**src/rtl/pwm_clear_pkg.sv**
```systemverilog
package pwm_clear_pkg;

    typedef enum logic [2:0] {
        OCM_FROZEN       = 3'd0,
        OCM_SET_ON_MATCH = 3'd1,
        OCM_CLR_ON_MATCH = 3'd2,
        OCM_TOGGLE       = 3'd3,
        OCM_FORCE_LOW    = 3'd4,
        OCM_FORCE_HIGH   = 3'd5,
        OCM_PWM_A        = 3'd6,
        OCM_PWM_B        = 3'd7
    } ocm_e;

    // Per-cycle compare results from the counter.
    typedef struct packed {
        logic wrap;   // counter at period and running
        logic eq;     // counter equals compare
        logic lt;     // counter below compare
    } cnt_flags_t;

    function automatic logic ocm_is_forced(ocm_e m);
        return (m == OCM_FORCE_LOW) || (m == OCM_FORCE_HIGH);
    endfunction

    function automatic logic ocm_is_pwm(ocm_e m);
        return (m == OCM_PWM_A) || (m == OCM_PWM_B);
    endfunction

    function automatic logic ocm_clearable(ocm_e m);
        return !ocm_is_forced(m);
    endfunction

endpackage

```
**src/rtl/pwm_cnt.sv**
```systemverilog
module pwm_cnt
    import pwm_clear_pkg::*;
#(
    parameter int CNT_W = 16
) (
    input  logic             clk,
    input  logic             rst,
    input  logic             en_i,
    input  logic [CNT_W-1:0] period_i,
    input  logic [CNT_W-1:0] compare_i,
    output logic [CNT_W-1:0] cnt_o,
    output cnt_flags_t       flags_o
);

    logic [CNT_W-1:0] cnt_q;
    logic [CNT_W-1:0] arr_q;
    logic [CNT_W-1:0] ccr_q;
    logic             at_top;

    assign at_top = (cnt_q == arr_q);

    always_ff @(posedge clk) begin
        if (rst) begin
            cnt_q <= '0;
            arr_q <= '0;
            ccr_q <= '0;
        end else if (en_i) begin
            if (at_top) begin
                cnt_q <= '0;
                arr_q <= period_i;
                ccr_q <= compare_i;
            end else begin
                cnt_q <= cnt_q + 1'b1;
            end
        end
    end

    always_comb begin
        flags_o.wrap = en_i && at_top;
        flags_o.eq   = (cnt_q == ccr_q);
        flags_o.lt   = (cnt_q < ccr_q);
    end

    assign cnt_o = cnt_q;

endmodule

```
**src/rtl/pwm_trig_cond.sv**
```systemverilog
module pwm_trig_cond #(
    parameter int SEL_W       = 2,
    parameter int SYNC_STAGES = 1
) (
    input  logic             clk,
    input  logic             rst,
    input  logic             trig_i,
    input  logic             pol_i,
    input  logic [SEL_W-1:0] sel_i,
    output logic             level_o
);

    localparam int MAX_LOG = (1 << SEL_W) - 1;
    localparam int RUN_W   = (MAX_LOG < 1) ? 1 : MAX_LOG;

    logic [SYNC_STAGES-1:0] stage_q;
    logic                   sample;
    logic                   lvl_q;
    logic [RUN_W-1:0]       run_q;
    logic [RUN_W-1:0]       run_lim;

    for (genvar g = 0; g < SYNC_STAGES; g++) begin : g_stage
        if (g == 0) begin : g_first
            always_ff @(posedge clk) begin
                if (rst) stage_q[0] <= 1'b0;
                else     stage_q[0] <= trig_i ^ pol_i;
            end
        end else begin : g_next
            always_ff @(posedge clk) begin
                if (rst) stage_q[g] <= 1'b0;
                else     stage_q[g] <= stage_q[g-1];
            end
        end
    end

    assign sample  = stage_q[SYNC_STAGES-1];
    assign run_lim = RUN_W'((32'd1 << sel_i) - 32'd1);

    always_ff @(posedge clk) begin
        if (rst) begin
            lvl_q <= 1'b0;
            run_q <= '0;
        end else if (sample == lvl_q) begin
            run_q <= '0;
        end else if (run_q >= run_lim) begin
            lvl_q <= sample;
            run_q <= '0;
        end else begin
            run_q <= run_q + 1'b1;
        end
    end

    assign level_o = lvl_q;

endmodule

```
**src/rtl/pwm_ref_gen.sv**
```systemverilog
module pwm_ref_gen
    import pwm_clear_pkg::*;
(
    input  logic       clk,
    input  logic       rst,
    input  ocm_e       mode_i,
    input  cnt_flags_t flags_i,
    input  logic       clr_en_i,
    input  logic       trig_lvl_i,
    output logic       ref_o
);

    logic oc_state_q;
    logic oc_state_d;
    logic raw_ref;
    logic clr_hit;
    logic clr_q;
    logic clr_act;

    always_comb begin
        oc_state_d = oc_state_q;
        unique case (mode_i)
            OCM_FROZEN:       oc_state_d = oc_state_q;
            OCM_SET_ON_MATCH: if (flags_i.eq) oc_state_d = 1'b1;
            OCM_CLR_ON_MATCH: if (flags_i.eq) oc_state_d = 1'b0;
            OCM_TOGGLE:       if (flags_i.eq) oc_state_d = !oc_state_q;
            OCM_FORCE_LOW:    oc_state_d = 1'b0;
            OCM_FORCE_HIGH:   oc_state_d = 1'b1;
            OCM_PWM_A:        oc_state_d = flags_i.lt;
            OCM_PWM_B:        oc_state_d = !flags_i.lt;
            default:          oc_state_d = oc_state_q;
        endcase
    end

    always_comb begin
        if (mode_i == OCM_PWM_A)           raw_ref = flags_i.lt;
        else if (mode_i == OCM_PWM_B)      raw_ref = !flags_i.lt;
        else if (mode_i == OCM_FORCE_HIGH) raw_ref = 1'b1;
        else if (mode_i == OCM_FORCE_LOW)  raw_ref = 1'b0;
        else                               raw_ref = oc_state_q;
    end

    assign clr_hit = ocm_clearable(mode_i) && clr_en_i && trig_lvl_i;

    always_ff @(posedge clk) begin
        if (rst) begin
            oc_state_q <= 1'b0;
            clr_q      <= 1'b0;
        end else begin
            oc_state_q <= oc_state_d;
            if (flags_i.wrap) clr_q <= clr_hit;
            else if (clr_hit) clr_q <= 1'b1;
        end
    end

    assign clr_act = ocm_clearable(mode_i) && (clr_q || clr_hit);
    assign ref_o   = raw_ref && !clr_act;

endmodule

```
**src/rtl/pwm_clear_channel.sv**
```systemverilog
module pwm_clear_channel
    import pwm_clear_pkg::*;
#(
    parameter int CNT_W       = 16,
    parameter int FSEL_W      = 2,
    parameter int SYNC_STAGES = 1
) (
    input  logic              clk,
    input  logic              rst,
    input  logic              cnt_en_i,
    input  logic [CNT_W-1:0]  period_i,
    input  logic [CNT_W-1:0]  compare_i,
    input  logic [2:0]        mode_i,
    input  logic              clr_en_i,
    input  logic              trig_i,
    input  logic              trig_pol_i,
    input  logic [FSEL_W-1:0] filt_sel_i,
    input  logic              out_pol_i,
    input  logic              out_en_i,
    output logic              oc_ref_o,
    output logic              oc_pin_o,
    output logic [CNT_W-1:0]  cnt_o,
    output logic              update_o
);

    ocm_e       mode;
    cnt_flags_t flags;
    logic       trig_lvl;
    logic       ref_lvl;

    assign mode = ocm_e'(mode_i);

    pwm_cnt #(.CNT_W(CNT_W)) u_cnt (
        .clk       (clk),
        .rst       (rst),
        .en_i      (cnt_en_i),
        .period_i  (period_i),
        .compare_i (compare_i),
        .cnt_o     (cnt_o),
        .flags_o   (flags)
    );

    pwm_trig_cond #(.SEL_W(FSEL_W), .SYNC_STAGES(SYNC_STAGES)) u_trig (
        .clk     (clk),
        .rst     (rst),
        .trig_i  (trig_i),
        .pol_i   (trig_pol_i),
        .sel_i   (filt_sel_i),
        .level_o (trig_lvl)
    );

    pwm_ref_gen u_ref (
        .clk        (clk),
        .rst        (rst),
        .mode_i     (mode),
        .flags_i    (flags),
        .clr_en_i   (clr_en_i),
        .trig_lvl_i (trig_lvl),
        .ref_o      (ref_lvl)
    );

    assign update_o = flags.wrap;
    assign oc_ref_o = ref_lvl;
    assign oc_pin_o = out_en_i && (ref_lvl ^ out_pol_i);

endmodule

```
**config.mk**
```make
export PLATFORM = sky130hd
export DESIGN_NAME = pwm_clear_channel
export DESIGN_NICKNAME = d
export VERILOG_FILES = /design/src/rtl/pwm_clear_pkg.sv /design/src/rtl/pwm_cnt.sv /design/src/rtl/pwm_trig_cond.sv /design/src/rtl/pwm_ref_gen.sv /design/src/rtl/pwm_clear_channel.sv
export SDC_FILE = /design/constraint.sdc
export NUM_CORES = 1
export LEC_CHECK = 0
export CELL_PAD_IN_SITES_DETAIL_PLACEMENT = 1
export CELL_PAD_IN_SITES_GLOBAL_PLACEMENT = 2
export CORE_AREA = 2 2 93 131
export CTS_BUF_LIST = sky130_fd_sc_hd__clkbuf_4 sky130_fd_sc_hd__clkbuf_8
export CTS_CLUSTER_SIZE = 16
export DETAILED_ROUTE_END_ITERATION = 12
export DIE_AREA = 0 0 95 133
export PLACE_DENSITY = 0.67
export SLEW_MARGIN = 30
export SYNTH_ARGS = -nofsm -noshare
export SYNTH_HDL_FRONTEND = slang
export SYNTH_SLANG_ARGS = --single-unit
```
**constraint.sdc**
```tcl
create_clock -name clk -period 5.8 [get_ports clk]
set_input_delay 0.58 -clock clk [delete_from_list [all_inputs] [get_ports clk]]
set_output_delay 0.58 -clock clk [all_outputs]
set_load 0.005 [all_outputs]
```
==> insert_results.sql <==
INSERT INTO impl_metrics (metric_group, metric, value, unit) VALUES
('status', 'run_status', 'finished, final reports clean', ''),
('clock_tree', 'ctsHoldBuffers', '0', ''),
('timing', 'setup_tns', '0', 'ns'),
('placed_design', 'gp_congestion', '0.772', ''),
('clock_tree', 'clkSlewWorstSetupHoldPaths', '0.10', 'ns'),
('timing', 'worst_slew_pin_slew', '0.568', 'ns'),
('finish', 'nFillCells', '1388', ''),
('critical_path', 'critical_path_arrival', '3.13', 'ns'),
('yosys', 'post_synth_num_cell_types', '37', ''),
('critical_path', 'worst_reg2reg_setup_slack', '3.08', 'ns'),
('critical_path', 'cp.buffers_inverters', '1', ''),
('timing', 'drv_slew', '0', ''),
('routing', 'detail_route.drc_violations', '0', ''),
('clock_tree', 'cts_resized', '0', ''),
('global_route', 'first_global_vias', '2642', ''),
('critical_path', 'critPathLaunchType', 'register', ''),
('timing', 'finalClockSkew', '0.00678', 'ns'),
('clock_tree', 'cts-root-to-sink-buffers', '2', ''),
('timing', 'setup_viol_count_final', '0', ''),
('power_and_ir_drop', 'p_switching', '0.000523', 'W'),
('timing', 'rsz0062_at_grt', 'false', ''),
('critical_path', 'crit_path_top_delay_cell', 'sky130_fd_sc_hd__clkdlybuf4s50_1', ''),
('global_route', 'grt_start_max_net_pins', '40', ''),
('worst_hold_path', 'worst_hold_startpoint', 'u_cnt.ccr_q[13]', ''),
('critical_path', 'worstSetupPathType', 'reg2out', ''),
('routing', 'highest-signal-layer', 'met4', ''),
('routing', 'wl_met3', '352', 'um'),
('finish', 'sequential_cell_area', '0.00110', 'mm2'),
('flow_run', 'cap_violations', '0', ''),
('yosys', 'ys_async_sr_fraction', '0', '%'),
('power_and_ir_drop', 'power_frac_clock', '16.5', '%'),
('yosys', 'prevailing_post_synth_register_cell', 'sky130_fd_sc_hd__dfxtp_1', ''),
('timing', 'maxSlewHeadroom', '62.1', '%'),
('timing', 'period_share', '64.0', '%'),
('routing', 'via_count', '2509', ''),
('yosys', 'synthesis.area', '0.00283', 'mm2'),
('critical_path', 'rr_worst_depth', '7', ''),
('clock_tree', 'tritoncts.num_buffers', '5', ''),
('clock_tree', 'htree_num_levels', '2', ''),
('critical_path', 'cp_data_required_time', '5.22', 'ns'),
('floorplan', 'die_w', '95', 'um'),
('finish', 'post_route_cells_drive_above_1_share', '3.70', '%'),
('timing', 'fmax', '269', 'MHz'),
('critical_path', 'worstPathMaxFanout', '6', ''),
('floorplan', 'initial_utilization', '24.4', '%'),
('routing', 'vias_per_cell', '4.55', ''),
('finish', 'relative_area_change_from_synthesis_to_final_layout', '30.1', '%'),
('finish', 'num_antenna_cells', '0', ''),
('clock_tree', 'clock_tree_from_tritoncts', 'built', ''),
('clock_tree', 'worstSkewPairLatency', '0.32', 'ns'),
('critical_path', 'crit-reg2reg-capture', 'u_ref.clr_q', ''),
('global_route', 'initial_antenna_violation_count', '0', ''),
('timing', 'layout_min_cycle_time', '3.71', 'ns'),
('clock_tree', 'post-cts-setup-buffers', '0', ''),
('power_and_ir_drop', 'power', '0.00132', 'W'),
('power_and_ir_drop', 'cellInternalPower', '0.000798', 'W'),
('worst_hold_path', 'worstHoldPathType', 'reg2reg', ''),
('finish', 'multi_input_area', '0.00158', 'mm2'),
('yosys', 'synth_top_cell_by_area', 'sky130_fd_sc_hd__dfxtp_1', ''),
('yosys', 'syn-num-nets', '410', ''),
('global_route', 'total_track_usage', '13.7', '%'),
('power_and_ir_drop', 'vdd_ir_drop_max', '0.118', 'mV'),
('timing', 'report.final.hold_viol_count', '0', ''),
('routing', 'drtIter0Drc', '33', ''),
('floorplan', 'dieHeight', '133', 'um'),
('global_route', 'grt_overflow', '0', ''),
('yosys', 'synth_warn', '0', ''),
('floorplan', 'core_region_area', '0.0116', 'mm2'),
('critical_path', 'cp_slowest_stage_delay', '0.51', 'ns'),
('power_and_ir_drop', 'seq_power_share', '38.4', '%'),
('yosys', 'synth_largest_type_area_fraction', '38.9', '%');
synth_stat cells, drive strengths merged (2+ instances only):
cell type	number
ha	21
or3	5
nand3	6
o21ai	7
nand4	6
xnor2	15
a21oi	38
buf	7
a21o	2
xor2	17
mux2i	11
inv	21
nor3	2
nand2	69
dfxtp	55
nand2b	5
nor4	4
or2	2
and3	4
nor2	29
clkbuf	6
cells in the final DEF, fill, tap and decap left out, types with 2 or more instances in the layout:
cell type	Yosys	layout
sky130_fd_sc_hd__mux2i_1	11	11
sky130_fd_sc_hd__buf_4	1	3
sky130_fd_sc_hd__nor2_1	29	29
sky130_fd_sc_hd__xnor2_1	15	15
sky130_fd_sc_hd__nor4_1	3	3
sky130_fd_sc_hd__xor2_1	17	17
sky130_fd_sc_hd__a21o_1	2	2
sky130_fd_sc_hd__o21ai_0	7	7
sky130_fd_sc_hd__nor3_1	2	2
sky130_fd_sc_hd__nand4_1	6	6
sky130_fd_sc_hd__or3_1	5	5
sky130_fd_sc_hd__and3_1	4	4
sky130_fd_sc_hd__inv_1	21	21
sky130_fd_sc_hd__clkdlybuf4s50_1	0	63
sky130_fd_sc_hd__a21oi_1	38	38
sky130_fd_sc_hd__nand3_1	6	6
sky130_fd_sc_hd__ha_1	21	21
sky130_fd_sc_hd__dfxtp_1	55	55
sky130_fd_sc_hd__clkbuf_8	0	5
sky130_fd_sc_hd__nand2b_1	5	5
sky130_fd_sc_hd__nand2_1	69	69
sky130_fd_sc_hd__or2_2	2	2
state kept, by name, indices dropped and copies added, names as in the netlist:
| register | flops |
|---|---|
| u_cnt.arr_q | 16 |
| u_cnt.ccr_q | 16 |
| u_cnt.cnt_o | 16 |
| u_trig.run_q | 3 |
| u_ref.clr_q | 1 |
| u_ref.oc_state_q | 1 |
| u_trig.level_o | 1 |
| u_trig.sample | 1 |
metrics by stage:
step                worst slack [ns]  hold WS (ns)  instances  instance area [um2]
floorplan                       3.17         0.417        344                 2830
global placement                2.49         0.428        544                 3590
detailed placement              2.40         0.445        544                 3590
CTS                             1.96         0.459        552                 3680
global route                    1.77         0.479        552                 3680
finish                          2.09         0.457        552                 3680
cell type report:
type                       instances  share of cell area [%]
tap                              147                    4.99
timing repair buffer              66                    17.7
inverter                          21                    2.14
clock inverter                     2                   0.340
sequential                        55                    29.9
multi-input combinational        255                    42.8
clock buffer                       6                    2.07
how the worst max path moves through the flow:
stage | cells past startpoint | from | to | slack [ns]
finish | 8 | u_cnt.cnt_o[11] | oc_pin_o | 2.09
floorplan | 7 | u_cnt.cnt_o[15] | oc_pin_o | 3.17
detailed placement | 8 | u_cnt.cnt_o[11] | oc_pin_o | 2.40
global route | 8 | u_cnt.cnt_o[13] | oc_pin_o | 1.77
global placement | 8 | clr_en_i | oc_pin_o | 2.49
CTS | 8 | u_cnt.cnt_o[11] | oc_pin_o | 1.96
cell families (layout without fill, tap and decap cells):
logic type      after synthesis  count (layout)  synth area share (%)
compound gates               54              54                  10.5
xor+xnor                     32              32                  9.90
fa+ha+maj                    21              21                  9.28
buf+inv                      34              95                  5.39
flops                        55              55                  38.9
mux                          12              12                  4.29
simple gates                136             136                  21.8
tightest hold or removal path, stage by stage (launching register included):
cell and delay (ns):
sky130_fd_sc_hd__dfxtp_1 0.32, sky130_fd_sc_hd__nand2_1 0.05, sky130_fd_sc_hd__a21oi_1 0.05
layer usage:
layer  vias up  global-route usage, %
met1      1202                   15.0
li1       1265                      -
met5         -                      0
met3         6                   3.19
met4         0                   4.59
met2        36                   25.1
power by group through the flow:
| stage | clock (W) | sequential (W) | combinational [W] |
|---|---|---|---|
| 2_1_floorplan | 0 | 0.000494 | 0.000461 |
| 3_3_place_gp | 0 | 0.000519 | 0.000609 |
| 3_5_place_dp | 0 | 0.000519 | 0.000614 |
| 4_1_cts | 0.000232 | 0.000510 | 0.000620 |
| 5_1_grt | 0.000246 | 0.000518 | 0.000679 |
| 6_report | 0.000218 | 0.000507 | 0.000596 |
(Power assumes the default switching activity.)
